`config.mk`:
```
export PLATFORM = sky130hd
export DESIGN_NAME = ref_switch_seq
export DESIGN_NICKNAME = d
export VERILOG_FILES = /design/src/rtl/refsw_pkg.sv /design/src/rtl/refsw_sync.sv /design/src/rtl/refsw_timer.sv /design/src/rtl/refsw_ctrl.sv /design/src/rtl/refsw_path.sv /design/src/rtl/ref_switch_seq.sv
export SDC_FILE = /design/constraint.sdc
export NUM_CORES = 1
export LEC_CHECK = 0
export BUFFER_PORTS_ARGS = -buffer_cell sky130_fd_sc_hd__buf_2
export CELL_PAD_IN_SITES_DETAIL_PLACEMENT = 1
export CELL_PAD_IN_SITES_GLOBAL_PLACEMENT = 2
export CORE_MARGIN = 4
export CORE_UTILIZATION = 37
export DETAILED_ROUTE_END_ITERATION = 8
export PLACE_DENSITY = 0.87
export SYNTH_ARGS = -nofsm -noshare
export SYNTH_HDL_FRONTEND = slang
export SYNTH_SLANG_ARGS = --single-unit
```
`constraint.sdc`:
```
create_clock -name clk -period 2.3 [get_ports clk]
set_clock_uncertainty 0.1 [all_clocks]
set_input_delay 0.46 -clock clk [delete_from_list [all_inputs] [get_ports clk]]
set_output_delay 0.46 -clock clk [all_outputs]
set_load 0.05 [all_outputs]
```
`src/rtl/refsw_pkg.sv`:
```
package refsw_pkg;
   typedef enum logic [1:0] {
      RS_NORMAL     = 2'b00,
      RS_SHORT_HOLD = 2'b01
   } refsw_state_t;
endpackage

```
`src/rtl/refsw_sync.sv`:
```
// Multi-bit, multi-stage level synchronizer (bits are independent).
module refsw_sync #(
   parameter int STAGES = 2,
   parameter int W      = 1
) (
   input  logic         clk,
   input  logic         rst_n,
   input  logic [W-1:0] d,
   output logic [W-1:0] q
);
   generate
      if (STAGES < 2) begin : g_bad_stages
         $error("refsw_sync: STAGES must be at least 2");
      end
      if (W < 1) begin : g_bad_width
         $error("refsw_sync: W must be at least 1");
      end
   endgenerate

   logic [STAGES-1:0][W-1:0] chain;

   always_ff @(posedge clk or negedge rst_n) begin
      if (!rst_n) chain <= '0;
      else        chain <= {chain[STAGES-2:0], d};
   end

   assign q = chain[STAGES-1];
endmodule

```
`src/rtl/refsw_timer.sv`:
```
// Stability window counter: expires after LIMIT running cycles without restart.
module refsw_timer #(
   parameter int LIMIT = 4096
) (
   input  logic clk,
   input  logic rst_n,
   input  logic run,
   input  logic restart,
   output logic expire
);
   localparam int CW = $clog2(LIMIT + 1);

   generate
      if (LIMIT < 1) begin : g_bad_limit
         $error("refsw_timer: LIMIT must be at least 1");
      end
   endgenerate

   logic [CW-1:0] cnt;

   assign expire = run && !restart && (cnt == CW'(LIMIT - 1));

   always_ff @(posedge clk or negedge rst_n) begin
      if (!rst_n)       cnt <= '0;
      else if (restart) cnt <= '0;
      else if (run)     cnt <= expire ? '0 : cnt + 1'b1;
   end

   AST_CNT_RANGE: assert property (@(posedge clk) disable iff (!rst_n)
      cnt < CW'(LIMIT)) else $error("count beyond window");
   AST_EXPIRE_ONLY_RUN: assert property (@(posedge clk) disable iff (!rst_n)
      expire |=> (cnt == '0)) else $error("count not cleared on expiry");
endmodule

```
`src/rtl/refsw_ctrl.sv`:
```
// Switch controller: warm-up, normal / short-holdover sequencing, TIE enable.
module refsw_ctrl
   import refsw_pkg::*;
#(
   parameter int SYNC_STAGES   = 2,
   parameter int STABLE_CYCLES = 4096,
   parameter bit TIE_RST       = 1'b1
) (
   input  logic         clk,
   input  logic         rst_n,
   input  logic         sel_s,
   input  logic         tie_ctl,
   output refsw_state_t state_o,
   output logic         active_o,
   output logic         tie_en_o
);
   localparam int WU_MAX = SYNC_STAGES + 1;
   localparam int WU_W   = $clog2(WU_MAX + 1);

   logic [WU_W-1:0] wu_cnt;
   logic            primed;
   logic            sel_prev;
   logic            change;
   logic            in_hold;
   logic            expire;

   assign primed  = (wu_cnt == WU_W'(WU_MAX));
   assign change  = primed && (sel_s != sel_prev);
   assign in_hold = (state_o == RS_SHORT_HOLD);

   always_ff @(posedge clk or negedge rst_n) begin
      if (!rst_n)       wu_cnt <= '0;
      else if (!primed) wu_cnt <= wu_cnt + 1'b1;
   end

   always_ff @(posedge clk or negedge rst_n) begin
      if (!rst_n) sel_prev <= 1'b0;
      else        sel_prev <= sel_s;
   end

   refsw_timer #(.LIMIT(STABLE_CYCLES)) u_timer (
      .clk     (clk),
      .rst_n   (rst_n),
      .run     (in_hold),
      .restart (change),
      .expire  (expire)
   );

   always_ff @(posedge clk or negedge rst_n) begin
      if (!rst_n) begin
         state_o  <= RS_NORMAL;
         active_o <= 1'b0;
         tie_en_o <= TIE_RST;
      end else if (!primed) begin
         active_o <= sel_s;
      end else begin
         case (state_o)
            RS_NORMAL: begin
               if (change) begin
                  state_o  <= RS_SHORT_HOLD;
                  tie_en_o <= 1'b0;
               end
            end
            RS_SHORT_HOLD: begin
               if (expire) begin
                  state_o  <= RS_NORMAL;
                  active_o <= sel_s;
                  tie_en_o <= tie_ctl;
               end
            end
            default: state_o <= RS_NORMAL;
         endcase
      end
   end

   AST_ENTER_HOLD: assert property (@(posedge clk) disable iff (!rst_n)
      (state_o == RS_NORMAL && change) |=> (in_hold && !tie_en_o)) else $error("no holdover entry");
   AST_COMMIT_SEL: assert property (@(posedge clk) disable iff (!rst_n)
      (in_hold ##1 state_o == RS_NORMAL) |-> (active_o == $past(sel_s))) else $error("wrong commit");
   AST_RESTART_HOLD: assert property (@(posedge clk) disable iff (!rst_n)
      (in_hold && change) |=> (in_hold && $stable(active_o))) else $error("left holdover on toggle");
   AST_TIE_RETURN: assert property (@(posedge clk) disable iff (!rst_n)
      (in_hold ##1 state_o == RS_NORMAL) |-> (tie_en_o == $past(tie_ctl))) else $error("tie on return");
   AST_HOLD_TIE_OFF: assert property (@(posedge clk) disable iff (!rst_n)
      in_hold |-> !tie_en_o) else $error("tie on in holdover");
   AST_WARMUP_NORMAL: assert property (@(posedge clk) disable iff (!rst_n)
      !primed |-> (state_o == RS_NORMAL)) else $error("holdover in warm-up");
endmodule

```
`src/rtl/refsw_path.sv`:
```
// Reference datapath: mux, synchronization, falling-edge strobe.
module refsw_path #(
   parameter int SYNC_STAGES = 2,
   parameter bit FALL_GATE   = 1'b1
) (
   input  logic clk,
   input  logic rst_n,
   input  logic ref0,
   input  logic ref1,
   input  logic active,
   input  logic in_normal,
   output logic ref_o,
   output logic fall_o
);
   logic [1:0] rs;
   logic [1:0] rd;
   logic       fall_raw;

   assign ref_o = active ? ref1 : ref0;

   refsw_sync #(.STAGES(SYNC_STAGES), .W(2)) u_ref_sync (
      .clk   (clk),
      .rst_n (rst_n),
      .d     ({ref1, ref0}),
      .q     (rs)
   );

   always_ff @(posedge clk or negedge rst_n) begin
      if (!rst_n) rd <= '0;
      else        rd <= rs;
   end

   assign fall_raw = rd[active] && !rs[active];

   generate
      if (FALL_GATE) begin : g_gated
         assign fall_o = fall_raw && in_normal;
         AST_FALL_NORMAL: assert property (@(posedge clk) disable iff (!rst_n)
            fall_o |-> in_normal) else $error("strobe in holdover");
      end else begin : g_open
         assign fall_o = fall_raw;
      end
   endgenerate

   AST_FALL_SRC: assert property (@(posedge clk) disable iff (!rst_n)
      fall_o |-> !rs[active]) else $error("strobe without low level");
endmodule

```
`src/rtl/ref_switch_seq.sv`:
```
module ref_switch_seq
   import refsw_pkg::*;
#(
   parameter int SYNC_STAGES   = 2,
   parameter int STABLE_CYCLES = 4096,
   parameter bit TIE_RST       = 1'b1,
   parameter bit FALL_GATE     = 1'b1
) (
   input  logic       clk,
   input  logic       rst_n,
   input  logic       sel_i,
   input  logic       tie_ctl_i,
   input  logic       ref0_i,
   input  logic       ref1_i,
   output logic       ref_o,
   output logic       ref_fall_o,
   output logic       active_sel_o,
   output logic [1:0] state_o,
   output logic       tie_en_o,
   output logic       hold_o
);
   refsw_state_t state;
   logic         sel_s;

   refsw_sync #(.STAGES(SYNC_STAGES), .W(1)) u_sel_sync (
      .clk   (clk),
      .rst_n (rst_n),
      .d     (sel_i),
      .q     (sel_s)
   );

   refsw_ctrl #(
      .SYNC_STAGES   (SYNC_STAGES),
      .STABLE_CYCLES (STABLE_CYCLES),
      .TIE_RST       (TIE_RST)
   ) u_ctrl (
      .clk      (clk),
      .rst_n    (rst_n),
      .sel_s    (sel_s),
      .tie_ctl  (tie_ctl_i),
      .state_o  (state),
      .active_o (active_sel_o),
      .tie_en_o (tie_en_o)
   );

   refsw_path #(
      .SYNC_STAGES (SYNC_STAGES),
      .FALL_GATE   (FALL_GATE)
   ) u_path (
      .clk       (clk),
      .rst_n     (rst_n),
      .ref0      (ref0_i),
      .ref1      (ref1_i),
      .active    (active_sel_o),
      .in_normal (state == RS_NORMAL),
      .ref_o     (ref_o),
      .fall_o    (ref_fall_o)
   );

   assign state_o = state;
   assign hold_o  = (state == RS_SHORT_HOLD);

   AST_HOLD_FLAG: assert property (@(posedge clk) disable iff (!rst_n)
      $rose(hold_o) |-> !tie_en_o) else $error("hold flag without tie off");
endmodule

```
==> flow_metrics.env, run 1 <==
export IMPL_outcome="finished, final reports clean"
export IMPL_postCtsSetupBuffers=0
export IMPL_cell_class_contributing_the_biggest_share_of_worst_path_delay="simple AND/OR/NAND/NOR gates"
export IMPL_fp_dieArea_um2=4414
export IMPL_regToRegEndpoint="u_ctrl.active_o$_DFFE_PN0P_"
export IMPL_die_w_um=66.44
export IMPL_wire_length_per_cell_after_detailed_routing_um=16.35
export IMPL_final_min_period_over_clock_period_pct=92.37
export IMPL_die_height_um=66.44
export IMPL_share_seq_of_total_power_pct=62.4
export IMPL_netlist_cell_type_count=38
export IMPL_fillCellCount=373
export IMPL_netSwitchingPower_uw=261.3
export IMPL_cell_internal_pwr_uw=612.0
export IMPL_layout_drive_gt1_share_pct=18.90
export IMPL_timing_critical_path_cells="ha_1 -> nand3_1 -> or4_4 -> o21ai_1 -> mux2_1"
export IMPL_final_setup_worst_slack_ps=175.5
export IMPL_worstHoldPathType="in2async"
export IMPL_synth_main_ff_cell="dfrtp_1"
export IMPL_io_buffer_count=11
export IMPL_achievable_frequency_ghz=0.4707
export IMPL_gr_total_overflow=0
export IMPL_placement_setup_worst_slack_ps=194.4
export IMPL_timing_reg2reg_setup_slack_ps=180
export IMPL_netlist_area_um2=1264
export IMPL_cts_sink_count=27
export IMPL_share_clk_of_total_power_pct=24.4
export IMPL_multi_input_area_um2=533.0
export IMPL_critical_path_max_fanout=17
export IMPL_route_detailed_vias_per_inst=5.485
export IMPL_placed_cells=167
export IMPL_slew_viol_final=0
export IMPL_report_final_setup_viol=0
export IMPL_antenna_found_initial=0
export IMPL_setup_tns_ps=0
export IMPL_totalPowerFinal_uw=873.3
export IMPL_synth_avg_cell_area_um2=10.71
export IMPL_grt_setup_unrepaired="false"
export IMPL_worstSkewPairLatency_ps=330
export IMPL_ys_top_cells_by_area="dfrtp_1, a31oi_1, nand3_1"
export IMPL_postRouteAntennaNets=0
export IMPL_hold_buffers=0
export IMPL_gr_usage_all_layers_pct=14.59
export IMPL_vdd_ir_drop_max_uv=314.5
export IMPL_power_density_nw_per_um2=638.0
export IMPL_synth_top_cells_by_count="dfrtp_1, nand2_1, a31oi_1, nand3_1"
export IMPL_ys_async_sr_fraction_pct=100.0
export IMPL_detailroute_via_count=938
export IMPL_synth_edf_count=0
export IMPL_drc_errors=0
export IMPL_setup_worst_path_class="reg2reg"
export IMPL_critical_path_endpoint_category="flip-flop"
export IMPL_seq_area_frac_synth_pct=53.56
export IMPL_yosys_register_bits=27
export IMPL_detailedRoute_firstIterationViolations=32
export IMPL_netlist_top_cell_by_area="dfrtp_1"
export IMPL_worstPathArrival_ps=2260
export IMPL_timing_final_hold_violations=0
export IMPL_critical_path_max_stage_delay_ps=620
export IMPL_boundaryPins=13
export IMPL_ctsRootBufferMaster="clkbuf_4"
export IMPL_syn_num_nets=126
export IMPL_yosysTopAreaCellShare_pct=51.49
export IMPL_stages_on_the_worst_setup_path=5
export IMPL_power_frac_comb_pct=13.2
export IMPL_worst_setup_hold_path_clk_slew_ps=150
export IMPL_critical_path_reg2reg_startpoint="u_ctrl.u_timer.cnt[0]$_DFFE_PN0P_"
export IMPL_synth_most_common_cell="dfrtp_1"
export IMPL_floorplan_rows=20
export IMPL_first_pass_grt_wire_length_um=4864
export IMPL_worst_slew_pin_transition_ps=665.2
export IMPL_cp_slowest_cell="or4_4"
export IMPL_required_ps=2440
export IMPL_critical_path_startpoint="u_ctrl.u_timer.cnt[0]$_DFFE_PN0P_"
export IMPL_post_route_min_period_ps=2125
export IMPL_layout_area_seq_um2=676.9
export IMPL_post_dp_hpwl_um=1990
export IMPL_diodes=0
export IMPL_cellLeakagePower_nw=0.5908
export IMPL_timing_critical_path_buf_inv=0
export IMPL_max_slew_margin_pct=55.65
export IMPL_placeableCoreArea_um2=3153
export IMPL_synth_warning_count=0
export IMPL_startpoint_type="flip-flop"
export IMPL_grt_pass1_vias=1032
export IMPL_layout_cells_non_filler=171
export IMPL_number_of_iterations_in_the_first_detailed_routing_pass=4
export IMPL_final_nets=136
export IMPL_cts_tree="built"
export IMPL_start_util_pct=40.08
export IMPL_post_syn_instances=118
export IMPL_swShare_pct=29.92
export IMPL_grt_start_max_net_pins=28
export IMPL_tritoncts_num_buffers=3
export IMPL_cts_resized_gates=0
export IMPL_reg2regPathDepth=5
export IMPL_globalplace_congestion=0.8414
export IMPL_fin_worst_hold_slack_ps=1.539
export IMPL_wirelength_um=2796
export IMPL_max_cap_viol_count=0
export IMPL_areaGrowthSynthToFinish_pct=8.317
export IMPL_clockBufferDepth=2
export IMPL_h_tree_depth=1
[through the flow]
stage	cell area (um2)	util, %
after detailed placement	1339	42.46
after global placement	1339	42.46
after floorplan	1264	-
after global routing	1369	43.41
final	1369	43.41
after CTS	1369	43.41
[power groups by stage]
stage	combinational, mW	clock [mW]	sequential, mW
finish	0.115	0.213	0.545
global route	0.129	0.244	0.551
CTS	0.116	0.222	0.544
detailed placement	0.116	0	0.552
global placement	0.111	0	0.550
floorplan	0.0628	0	0.560
[cells in the final DEF, fill, tap and decap left out, drive strengths merged, types with 2 or more instances in the layout]
| cell type | count |
|---|---|
| dfrtp | 26 |
| buf | 12 |
| nand2 | 10 |
| nand3 | 9 |
| a31oi | 9 |
| nand4 | 6 |
| o21ai | 6 |
| nor2 | 5 |
| xor2 | 4 |
| o211ai | 4 |
| inv | 3 |
| and3 | 3 |
| clkbuf | 3 |
| mux2 | 3 |
| xnor2 | 2 |
| or2 | 2 |
| or3 | 2 |
| ha | 2 |
[cell type report]
class | count | share of cell area [%]
Multi-Input combinational cell | 81 | 38.94
Clock inverter | 1 | 0.5484
Clock buffer | 3 | 1.645
Sequential cell | 27 | 49.45
Timing Repair Buffer | 12 | 4.570
Inverter | 3 | 0.8227
Tap cell | 44 | 4.022
[worst max-delay path by stage]
| stage | slack (ps) | endpoint |
|---|---|---|
| after floorplan | 110 | ref_fall_o |
| after global placement | 250 | u_ctrl.active_o$_DFFE_PN0P_ |
| after detailed placement | 190 | u_ctrl.active_o$_DFFE_PN0P_ |
| after CTS | 170 | u_ctrl.active_o$_DFFE_PN0P_ |
| after global routing | 100 | u_ctrl.active_o$_DFFE_PN0P_ |
| final | 180 | u_ctrl.active_o$_DFFE_PN0P_ |
[worst register-to-register path, cell delays in order (launching register included)]
cell     delay [ps]
dfrtp_1         430
ha_1            260
nand3_1         110
or4_4           620
o21ai_1         190
mux2_1          330
[cells by family (layout without fill, tap and decap cells)]
group | after synthesis | after routing | synth area share, %
adder cells (fa/ha/maj) | 2 | 2 | 1.980
other | 1 | 1 | 0.2967
buffers and inverters | 10 | 19 | 4.257
multiplexers | 3 | 3 | 2.673
XOR/XNOR | 6 | 6 | 4.158
AND/OR/NAND/NOR | 43 | 43 | 19.21
flip-flops | 27 | 27 | 53.56
AO/OA/AOI/OAI | 26 | 26 | 13.86
[per-layer routing]
layer  global-route usage [%]  share of wire (%)
met1                    18.68                 46
met2                    24.04                 47
met3                    2.041                3.6
met4                    6.853                2.5
met5                        0                  0
[sequential cells by signal, summed over array words and instances (netlist names)]
signal / flops
u_ctrl.u_timer.cnt: 13
u_ctrl.wu_cnt: 2
u_path.rd: 2
u_path.u_ref_sync.chain: 2
u_path.u_ref_sync.q: 2
u_ctrl.active_o: 1
u_ctrl.sel_prev: 1
u_ctrl.state_o: 1
u_ctrl.tie_en_o: 1
u_sel_sync.chain: 1
u_sel_sync.q: 1
Note: power is estimated with default switching activity, not from simulation.
==> inputs of run 2 (changes only) <==
--- a/config.mk
+++ b/config.mk
@@ -6,12 +6,10 @@
 export NUM_CORES = 1
 export LEC_CHECK = 0
 export BUFFER_PORTS_ARGS = -buffer_cell sky130_fd_sc_hd__buf_2
-export CELL_PAD_IN_SITES_DETAIL_PLACEMENT = 1
-export CELL_PAD_IN_SITES_GLOBAL_PLACEMENT = 2
 export CORE_MARGIN = 4
-export CORE_UTILIZATION = 37
+export CORE_UTILIZATION = 55
 export DETAILED_ROUTE_END_ITERATION = 8
-export PLACE_DENSITY = 0.87
+export PLACE_DENSITY = 0.85
 export SYNTH_ARGS = -nofsm -noshare
 export SYNTH_HDL_FRONTEND = slang
 export SYNTH_SLANG_ARGS = --single-unit
==> run 2 against run 1 <==
Effect of this change:
- the run now ends with negative hold slack left
- global-route usage increased by 3.3 points
- first-iteration DRC count is 56% higher
- via count rose by 4.4%
- combinational power is 3% lower
- total power down 0.95%
- cell count shrank 9.4%
- flip-flop and latch count is the same
- cell area down 1.5%
- wire length fell by 13%
- sequential share of layout area rose by 0.73 points
- clock power is 2% lower
- critical path depth unchanged
- critical path type unchanged
- critical endpoint unchanged
- highest routed layer unchanged
==> flow_metrics.env, run 2 (same netlist as run 1, synthesis figures left out) <==
export IMPL_outcome="finished, violations left"
export IMPL_violations="negative hold slack"
export IMPL_detailedRoute_firstIterationViolations=50
export IMPL_grt_start_max_net_pins=28
export IMPL_layout_common_cells="dfrtp_1, buf_2, nand2_1"
export IMPL_antenna_found_initial=0
export IMPL_grt_pass1_vias=919
export IMPL_setup_worst_path_class="reg2reg"
export IMPL_cellLeakagePower_nw=0.5908
export IMPL_share_clk_of_total_power_pct=24.2
export IMPL_detailroute_via_count=979
export IMPL_cell_internal_pwr_uw=611.6
export IMPL_timing_reg2reg_setup_slack_ps=160
export IMPL_start_util_pct=57.68
export IMPL_max_flop_register="u_ctrl.u_timer.cnt"
export IMPL_floorplan_rows=17
export IMPL_power_density_nw_per_um2=641.3
export IMPL_worstSkewPairLatency_ps=340
export IMPL_placed_cells=151
export IMPL_timing_critical_path_buf_inv=0
export IMPL_layout_cells_non_filler=155
export IMPL_routing_layer_with_the_top_usage_in_global_route="met2"
export IMPL_max_cap_viol_count=0
export IMPL_vdd_ir_drop_max_uv=538.8
export IMPL_wirelength_um=2433
export IMPL_grt_met2_usage_pct=26.35
export IMPL_placeableCoreArea_um2=2191
export IMPL_max_slew_margin_pct=61.06
export IMPL_report_final_setup_viol=0
export IMPL_wire_length_per_cell_after_detailed_routing_um=15.70
export IMPL_die_height_um=55.94
export IMPL_netSwitchingPower_uw=253.4
export IMPL_grt_setup_unrepaired="false"
export IMPL_worst_slew_pin_transition_ps=584.0
export IMPL_largest_reg_flops=13
export IMPL_fillCellCount=180
export IMPL_postCtsSetupBuffers=0
export IMPL_drc_errors=0
export IMPL_setup_tns_ps=0
export IMPL_cp_slowest_cell="or4_4"
export IMPL_h_tree_depth=1
export IMPL_critical_path_endpoint_category="flip-flop"
export IMPL_route_detailed_vias_per_inst=6.316
export IMPL_ctsRootBufferMaster="clkbuf_4"
export IMPL_layout_drive_gt1_share_pct=18.90
export IMPL_tritoncts_num_buffers=3
export IMPL_share_seq_of_total_power_pct=63.0
export IMPL_critical_path_max_fanout=17
export IMPL_post_dp_hpwl_um=1723
export IMPL_critical_path_startpoint="u_ctrl.u_timer.cnt[0]$_DFFE_PN0P_"
export IMPL_startpoint_type="flip-flop"
export IMPL_met1_usage_pct=24.06
export IMPL_critical_path_max_stage_delay_ps=610
export IMPL_fp_dieArea_um2=3129
export IMPL_worstHoldPathType="in2async"
export IMPL_post_route_min_period_ps=2145
export IMPL_mostFrequentLayoutCell="dfrtp_1"
export IMPL_timing_final_hold_violations=26
export IMPL_critical_path_reg2reg_startpoint="u_ctrl.u_timer.cnt[0]$_DFFE_PN0P_"
export IMPL_cell_class_contributing_the_biggest_share_of_worst_path_delay="simple AND/OR/NAND/NOR gates"
export IMPL_final_util_pct=61.56
export IMPL_cts_resized_gates=0
export IMPL_cts_sink_count=27
export IMPL_boundaryPins=13
export IMPL_worstPathArrival_ps=2280
export IMPL_final_nets=136
export IMPL_die_w_um=55.94
export IMPL_io_buffer_count=11
export IMPL_cts_tree="built"
export IMPL_achievable_frequency_ghz=0.4662
export IMPL_power_frac_comb_pct=12.8
export IMPL_fin_worst_hold_slack_ps=-14.24
export IMPL_grt_met3_usage_pct=3.712
export IMPL_gr_total_overflow=0
export IMPL_globalplace_congestion=0.9093
export IMPL_worst_setup_hold_path_clk_slew_ps=140
export IMPL_clockBufferDepth=2
export IMPL_hold_buffers=0
export IMPL_first_pass_grt_wire_length_um=4305
export IMPL_postRouteAntennaNets=0
export IMPL_final_min_period_over_clock_period_pct=93.26
export IMPL_gr_usage_all_layers_pct=17.85
export IMPL_required_ps=2440
export IMPL_diodes=0
export IMPL_slew_viol_final=0
export IMPL_number_of_iterations_in_the_first_detailed_routing_pass=4
export IMPL_swShare_pct=29.29
export IMPL_timing_critical_path_cells="ha_1 -> nand3_1 -> or4_4 -> o21ai_1 -> mux2_1"
export IMPL_areaGrowthSynthToFinish_pct=6.732
## run 2: cell counts in the layout (fill, tap and decap cells not counted)
No cell type changed its count.
## run 2: path summary, 6_finish.rpt
kind                                                       to  cells after the start
worst min-delay path                   u_path.rd[1]$_DFF_PN0_                      1
worst max-delay path              u_ctrl.active_o$_DFFE_PN0P_                      5
max in group asynchronous         u_ctrl.tie_en_o$_DFFE_PN1P_                      1
worst min register to register         u_sel_sync.q$_DFF_PN0_                      0
min in group clk                u_sel_sync.chain[0]$_DFF_PN0_                      1
worst max register to register    u_ctrl.active_o$_DFFE_PN0P_                      5
## run 2: per-stage QoR
stage | power, mW | hold WS (ps) | area, um2 | setup slack, ps
6_report | 0.8650 | -14.24 | 1349 | 155.1
5_1_grt | 0.9091 | 29.51 | 1349 | 41.42
4_1_cts | 0.8692 | 6.509 | 1349 | 174.3
3_5_place_dp | 0.6634 | 238.1 | 1319 | 202.4
3_3_place_gp | 0.6556 | 233.2 | 1319 | 283.6
2_1_floorplan | 0.6232 | 64.41 | 1264 | 108.5
## run 2: cell type report
class | instances | area [um2] | area share, %
clock buffers | 3 | 22.52 | 1.670
inverters | 3 | 11.26 | 0.8349
well taps | 28 | 35.03 | 2.597
clock inverters | 1 | 7.507 | 0.5566
multi-input cells | 81 | 533.0 | 39.52
flip-flops and latches | 27 | 676.9 | 50.19
repair buffers | 12 | 62.56 | 4.638
## run 2: power by group through the flow
stage	combinational, mW	clock, mW	sequential, mW
3_5_place_dp	0.112	0	0.551
4_1_cts	0.112	0.214	0.543
2_1_floorplan	0.0628	0	0.560
5_1_grt	0.125	0.234	0.550
3_3_place_gp	0.108	0	0.548
6_report	0.111	0.209	0.545
## run 2: routing by layer
| metal | vias up | share of wire (%) |
|---|---|---|
| met5 | - | 0 |
| met4 | 0 | 4.1 |
| met3 | 10 | 7.6 |
| met2 | 55 | 46 |
| met1 | 465 | 42 |
| li1 | 449 | - |
